$ cat config.mk
export PLATFORM = sky130hd
export DESIGN_NAME = updn_timer
export DESIGN_NICKNAME = d
export VERILOG_FILES = /design/src/rtl/utmr_pkg.sv /design/src/rtl/utmr_cmd_seq.sv /design/src/rtl/utmr_buf_bank.sv /design/src/rtl/utmr_counter.sv /design/src/rtl/updn_timer.sv
export SDC_FILE = /design/constraint.sdc
export NUM_CORES = 1
export LEC_CHECK = 0
export BUFFER_PORTS_ARGS = -buffer_cell sky130_fd_sc_hd__buf_2
export CORE_MARGIN = 2
export CORE_UTILIZATION = 45
export DETAILED_ROUTE_END_ITERATION = 10
export GPL_ROUTABILITY_DRIVEN = 1
export MAX_ROUTING_LAYER = met4
export PLACE_DENSITY = 0.68
export SYNTH_ARGS = -nofsm -noshare
export SYNTH_HDL_FRONTEND = slang
export SYNTH_SLANG_ARGS = --single-unit
$ cat constraint.sdc
create_clock -name clk -period 3.51 [get_ports clk]
set_input_delay 0.1755 -clock clk [delete_from_list [all_inputs] [get_ports clk]]
set_output_delay 0.1755 -clock clk [all_outputs]
set_load 0.02 [all_outputs]
$ cat src/rtl/utmr_pkg.sv
package utmr_pkg;

  typedef enum logic [2:0] {
    TCMD_NONE   = 3'd0,
    TCMD_RETRIG = 3'd1,
    TCMD_HALT   = 3'd2,
    TCMD_UPDATE = 3'd3,
    TCMD_RDSYNC = 3'd4
  } tcmd_e;

  typedef struct packed {
    logic retrig;
    logic halt;
    logic force_upd;
    logic rd_sync;
  } cmd_strb_t;

endpackage

$ cat src/rtl/utmr_cmd_seq.sv
module utmr_cmd_seq
  import utmr_pkg::*;
(
  input  logic       clk,
  input  logic       rst_n,
  input  logic       tick,
  input  logic       cmd_valid,
  input  logic [2:0] cmd,
  output cmd_strb_t  strb,
  output logic       busy,
  output logic       ack
);

  tcmd_e pend_q;
  logic  ack_q;
  logic  exec;
  logic  wr_hit;

  function automatic cmd_strb_t decode_cmd(input tcmd_e c, input logic fire);
    cmd_strb_t s;
    s = '0;
    if (fire) begin
      case (c)
        TCMD_RETRIG: s.retrig    = 1'b1;
        TCMD_HALT:   s.halt      = 1'b1;
        TCMD_UPDATE: s.force_upd = 1'b1;
        TCMD_RDSYNC: s.rd_sync   = 1'b1;
        default:     s           = '0;
      endcase
    end
    return s;
  endfunction

  assign wr_hit = cmd_valid && (cmd != 3'd0);
  assign exec   = tick && (pend_q != TCMD_NONE);

  always_ff @(posedge clk) begin
    if (!rst_n) begin
      pend_q <= TCMD_NONE;
      ack_q  <= 1'b0;
    end else begin
      if (wr_hit)    pend_q <= tcmd_e'(cmd);
      else if (exec) pend_q <= TCMD_NONE;
      ack_q <= exec;
    end
  end

  assign strb = decode_cmd(pend_q, exec);
  assign busy = (pend_q != TCMD_NONE);
  assign ack  = ack_q;

endmodule

$ cat src/rtl/utmr_buf_bank.sv
module utmr_buf_bank #(
  parameter int unsigned CNT_W    = 16,
  parameter int unsigned NUM_CC   = 2,
  parameter logic [CNT_W-1:0] PER_INIT = '1
) (
  input  logic                    clk,
  input  logic                    rst_n,
  input  logic                    per_we,
  input  logic [CNT_W-1:0]        per_wdata,
  input  logic [NUM_CC-1:0]       cc_we,
  input  logic [CNT_W-1:0]        cc_wdata,
  input  logic                    copy_en,
  output logic [CNT_W-1:0]        per_buf,
  output logic [CNT_W-1:0]        per_act,
  output logic [NUM_CC*CNT_W-1:0] cc_act
);

  logic [CNT_W-1:0] per_buf_q;
  logic [CNT_W-1:0] per_act_q;

  always_ff @(posedge clk) begin
    if (!rst_n) begin
      per_buf_q <= PER_INIT;
      per_act_q <= PER_INIT;
    end else begin
      if (per_we)  per_buf_q <= per_wdata;
      if (copy_en) per_act_q <= per_buf_q;
    end
  end

  assign per_buf = per_buf_q;
  assign per_act = per_act_q;

  for (genvar g = 0; g < NUM_CC; g++) begin : g_ch
    logic [CNT_W-1:0] buf_q;
    logic [CNT_W-1:0] act_q;

    always_ff @(posedge clk) begin
      if (!rst_n) begin
        buf_q <= '0;
        act_q <= '0;
      end else begin
        if (cc_we[g]) buf_q <= cc_wdata;
        if (copy_en)  act_q <= buf_q;
      end
    end

    assign cc_act[g*CNT_W +: CNT_W] = act_q;
  end

endmodule

$ cat src/rtl/utmr_counter.sv
module utmr_counter
  import utmr_pkg::*;
#(
  parameter int unsigned CNT_W = 16
) (
  input  logic             clk,
  input  logic             rst_n,
  input  logic             tick,
  input  logic             dir,
  input  logic             oneshot,
  input  logic             lock_upd,
  input  logic             capture_en,
  input  cmd_strb_t        strb,
  input  logic [CNT_W-1:0] per_act,
  input  logic [CNT_W-1:0] per_buf,
  output logic [CNT_W-1:0] count,
  output logic [CNT_W-1:0] count_snap,
  output logic             ovf,
  output logic             unf,
  output logic             stopped,
  output logic             wrap_evt,
  output logic             copy_en
);

  logic [CNT_W-1:0] cnt_q;
  logic [CNT_W-1:0] snap_q;
  logic             stop_q;
  logic             ovf_q;
  logic             unf_q;
  logic             run_tick;
  logic             wrap_up;
  logic             wrap_dn;
  logic [CNT_W-1:0] per_next;

  function automatic logic hit_top(input logic [CNT_W-1:0] c, input logic [CNT_W-1:0] p);
    return c >= p;
  endfunction

  function automatic logic [CNT_W-1:0] step_cnt(input logic [CNT_W-1:0] c, input logic down);
    return down ? c - CNT_W'(1) : c + CNT_W'(1);
  endfunction

  function automatic logic [CNT_W-1:0] restart_val(input logic down, input logic [CNT_W-1:0] p);
    return down ? p : '0;
  endfunction

  assign run_tick = tick && !stop_q && !strb.retrig && !strb.halt;
  assign wrap_up  = run_tick && !dir && hit_top(cnt_q, per_act);
  assign wrap_dn  = run_tick &&  dir && (cnt_q == '0);
  assign wrap_evt = wrap_up || wrap_dn;
  assign copy_en  = strb.force_upd || (wrap_evt && (!lock_upd || capture_en));
  assign per_next = copy_en ? per_buf : per_act;

  always_ff @(posedge clk) begin
    if (!rst_n) begin
      cnt_q  <= '0;
      snap_q <= '0;
      stop_q <= 1'b0;
      ovf_q  <= 1'b0;
      unf_q  <= 1'b0;
    end else begin
      if (strb.retrig)  cnt_q <= restart_val(dir, per_next);
      else if (wrap_up) cnt_q <= '0;
      else if (wrap_dn) cnt_q <= per_next;
      else if (run_tick) cnt_q <= step_cnt(cnt_q, dir);

      if (strb.retrig)                stop_q <= 1'b0;
      else if (strb.halt)             stop_q <= 1'b1;
      else if (wrap_evt && oneshot)   stop_q <= 1'b1;

      if (strb.rd_sync) snap_q <= cnt_q;

      ovf_q <= wrap_up;
      unf_q <= wrap_dn;
    end
  end

  assign count      = cnt_q;
  assign count_snap = snap_q;
  assign ovf        = ovf_q;
  assign unf        = unf_q;
  assign stopped    = stop_q;

endmodule

$ cat src/rtl/updn_timer.sv
module updn_timer
  import utmr_pkg::*;
#(
  parameter int unsigned CNT_W    = 16,
  parameter int unsigned NUM_CC   = 2,
  parameter logic [CNT_W-1:0] PER_INIT = '1
) (
  input  logic                    clk,
  input  logic                    rst_n,
  input  logic                    tick,
  input  logic                    dir,
  input  logic                    oneshot,
  input  logic                    lock_upd,
  input  logic                    capture_en,
  input  logic                    cmd_valid,
  input  logic [2:0]              cmd,
  input  logic                    per_buf_we,
  input  logic [CNT_W-1:0]        per_buf_wdata,
  input  logic [NUM_CC-1:0]       cc_buf_we,
  input  logic [CNT_W-1:0]        cc_buf_wdata,
  output logic [CNT_W-1:0]        count,
  output logic [CNT_W-1:0]        count_snap,
  output logic [CNT_W-1:0]        per_act,
  output logic [NUM_CC*CNT_W-1:0] cc_act,
  output logic                    ovf,
  output logic                    unf,
  output logic                    stopped,
  output logic                    cmd_busy,
  output logic                    cmd_ack
);

  cmd_strb_t        strb;
  logic [CNT_W-1:0] per_buf;
  logic             copy_evt;
  logic             wrap_evt;
  logic             force_upd_evt;
  logic             retrig_evt;
  logic             halt_evt;

  assign force_upd_evt = strb.force_upd;
  assign retrig_evt    = strb.retrig;
  assign halt_evt      = strb.halt;

  utmr_cmd_seq u_cmd (
    .clk       (clk),
    .rst_n     (rst_n),
    .tick      (tick),
    .cmd_valid (cmd_valid),
    .cmd       (cmd),
    .strb      (strb),
    .busy      (cmd_busy),
    .ack       (cmd_ack)
  );

  utmr_buf_bank #(
    .CNT_W    (CNT_W),
    .NUM_CC   (NUM_CC),
    .PER_INIT (PER_INIT)
  ) u_bufs (
    .clk       (clk),
    .rst_n     (rst_n),
    .per_we    (per_buf_we),
    .per_wdata (per_buf_wdata),
    .cc_we     (cc_buf_we),
    .cc_wdata  (cc_buf_wdata),
    .copy_en   (copy_evt),
    .per_buf   (per_buf),
    .per_act   (per_act),
    .cc_act    (cc_act)
  );

  utmr_counter #(
    .CNT_W (CNT_W)
  ) u_cnt (
    .clk        (clk),
    .rst_n      (rst_n),
    .tick       (tick),
    .dir        (dir),
    .oneshot    (oneshot),
    .lock_upd   (lock_upd),
    .capture_en (capture_en),
    .strb       (strb),
    .per_act    (per_act),
    .per_buf    (per_buf),
    .count      (count),
    .count_snap (count_snap),
    .ovf        (ovf),
    .unf        (unf),
    .stopped    (stopped),
    .wrap_evt   (wrap_evt),
    .copy_en    (copy_evt)
  );

endmodule

==> flow_summary.yaml <==
setup_path:
  crit_type: "reg2reg"
  crit_fanout: 14
  crit_cells: 9
  worst_ep_arrival_time_ns: 3.23
  cp_num_buf_inv: 0
  worstSetupEndpointType: "flop"
  startpoint_type: "flop"
  crit_required_ns: 3.83
  crit_family: "simple AND/OR/NAND/NOR gates"
  cpMaxStageDelayCell: "and2_0"
  crit_chain: "ha_1 -> a211oi_1 -> nor2_1 -> o21ai_0 -> a311o_1 -> and2_0 -> nand4_1 -> and3_1 -> o32ai_1"
  max_stage_delay_ns: 0.76
  r2r_cells: 9
placement:
  place_inst: 988
  hpwl_um: 12000
  pre_cts_ws_ns: 0.6251
  place_congestion: 0.9539
  placed_area_mm2: 0.007128
  port_buffers: 130
global_routing:
  grt_pass1_vias: 4922
  antenna_found_initial: 0
  grt-ovfl-total: 0
  grt_pass1_wl_um: 26100
  grtUsageTotal_pct: 23.33
  grt_max_degree: 70
routing:
  dr.first_iter.drc_count: 370
  wl_per_cell_um: 16.45
  drc: 0
  num_vias: 5427
  ant_nets: 0
  viasPerCell: 5.238
  firstDrtPassIters: 5
  routed_wirelength_um: 17040
die:
  start_util_pct: 45.80
  io_pins: 131
  core_mm2: 0.01383
  placement_rows: 43
  design.die.area_mm2: 0.01504
  die_w_um: 122.6
  dieHeight_um: 122.6
finish:
  stdcell_count: 1036
  fin_area_mm2: 0.007880
  post_route_cells_drive_above_1_share_pct: 21.38
  area_delta_synth_final_pct: 24.44
  fillers: 1217
  antenna_cells: 0
  nets: 920
synthesis:
  synth_common_cells: "dfxtp_1 (135), mux2i_1 (97), nand2_1 (88), nor2_1 (86), a21oi_1 (54)"
  synth_cell_type_count: 56
  syn_nets: 786
  yosysTopAreaCell: "dfxtp_1"
  synth_top_area_share_pct: 42.68
  synth_area_leaders: "dfxtp_1 (43%), mux2i_1 (15%), ha_1 (5.9%), nand2_1 (5.2%), nor2_1 (5.1%)"
  synthMostInstantiatedCell: "dfxtp_1"
  synth_area_mm2: 0.006332
  async_flop_share_pct: 0
  syn_avg_cell_area_um2: 8.931
  synth_edf_count: 0
  syn_inst: 709
  ys.flop_type: "dfxtp_1"
  ys_warn_count: 0
  ys_seq_area_share_pct: 42.68
  synth_seq_cells: 135
cts:
  cts_sinks: 135
  cts_resized: 0
  clk_pin_slew_ns: 0.06
  cts_tree: "built"
  postCtsSetupRepairBufs: 0
  insertion_delay_ns: 0.41
  ctsLongestPathBuffers: 2
  htreeDepth: 4
  cts_inserted_buffers: 17
  cts-root-buf: "clkbuf_16"
sta:
  tns_ns: 0
  period_share_pct: 82.83
  rsz0062_at_grt: "no"
  fin_worst_skew_ns: 0.007506
  hold_viol: 0
  period_minus_slack_ns: 2.907
  setup_violations: 0
  max_freq_mhz: 344.0
  relSlewSlack_pct: 37.86
  slew_violations: 0
  worstMarginPinSlew_ns: 0.9315
  setup_ws_ns: 0.6027
power_and_ir_drop:
  ir_worst_vdd_uv: 372.0
  p_per_area_mw_per_mm2: 524.3
  cellLeakagePower_nw: 4.059
  power.total_mw: 4.132
outcome:
  status: "finished, final reports clean"
flow_run:
  cap_violations: 0
worst_hold_path:
  hp-class: "in2reg"
  hold_depth: 3
## power by group
group          total (mW)  switching (mW)  leakage, nW  internal [mW]
Combinational       0.677           0.395         2.67          0.282
Clock                1.77           0.702        0.282           1.06
Sequential           1.69          0.0877         1.10           1.60
## cell families after synthesis
kind of cell,Yosys count,synth area share [%]
multiplexers,100,15.87
buffers and inverters,67,4.446
adder cells (fa/ha/maj),31,6.244
AND/OR/NAND/NOR,226,15.51
XOR/XNOR,12,1.660
flip-flops,135,42.68
AO/OA/AOI/OAI,138,13.59
## layout by cell type (no fill, tap or decap), types with 3 or more instances in the layout
master and n:
a211oi_1 4, a21o_1 6, a21oi_1 54, a22oi_1 3, a2bb2oi_1 9, and3_1 5
buf_2 130, buf_4 7, clkbuf_16 17, clkinvlp_4 3, dfxtp_1 135, dlygate4sd3_1 16
ha_1 30, inv_1 25, inv_6 4, mux2_2 3, mux2i_1 97, nand2_1 88
nand2b_1 7, nand3_1 6, nand4_1 6, nor2_1 86, nor2b_1 4, nor3_1 9
nor4_1 5, o211ai_1 7, o21ai_0 32, xnor2_1 7, xor2_1 5
## metrics by stage
stage | hold slack (ns) | util, %
4_1_cts | 0.002020 | 56.99
3_5_place_dp | 0.3937 | 51.55
2_1_floorplan | 0.3039 | -
3_3_place_gp | 0.3885 | 51.55
5_1_grt | 0.01161 | 56.99
6_report | 0.01722 | 56.99
## worst min-delay path: stages
cell,delay (ns)
buf_2,0.09
mux2i_1,0.06
nor2_1,0.07
## flip-flops by register name (all words and copies together), names as in the netlist
signal             cells
u_bufs.per_act        16
u_bufs.g_ch.buf_q     32
u_cnt.stopped          1
u_cnt.count_snap      16
u_bufs.g_ch.act_q     32
u_cmd.ack              1
u_cnt.count           16
u_bufs.per_buf        16
u_cmd.pend_q           3
u_cnt.ovf              1
u_cnt.unf              1
## final cells by class
type                       instances  area (um^2)  area share, %
multi-input combinational        507         3356          42.58
sequential                       135         2703          34.30
timing repair buffer             155        903.4          11.46
clock buffer                      18        429.2          5.446
tap                              180        225.2          2.858
clock inverter                    14        162.7          2.064
inverter                          27        101.3          1.286
## path summary, 6_finish.rpt
check,start,endpoint,slack [ns]
worst min-delay path,cc_buf_wdata[4],u_bufs.g_ch[0].buf_q[4],0.02
worst min register to register,u_cnt.count_snap[2],u_cnt.count_snap[2],0.45
worst max-delay path,u_cnt.count[5],u_cnt.count[15],0.60
worst max register to register,u_cnt.count[5],u_cnt.count[15],0.60
## metal layers
metal  wire length (um)  global-route usage, %  vias to the layer above
met4                314                  6.753                        0
met2               7614                  34.65                      169
met3               1111                  6.041                       21
met1               7999                  31.35                     2473
li1                   -                      -                     2764
met5                  0                      -                        -
## what timing repair did
item                                    4_1_cts  5_1_grt
hold buffers                                 16        0
endpoints found under the setup margin        0        0
hold endpoints to repair                     16        0
Note: power is estimated with default switching activity, not from simulation.
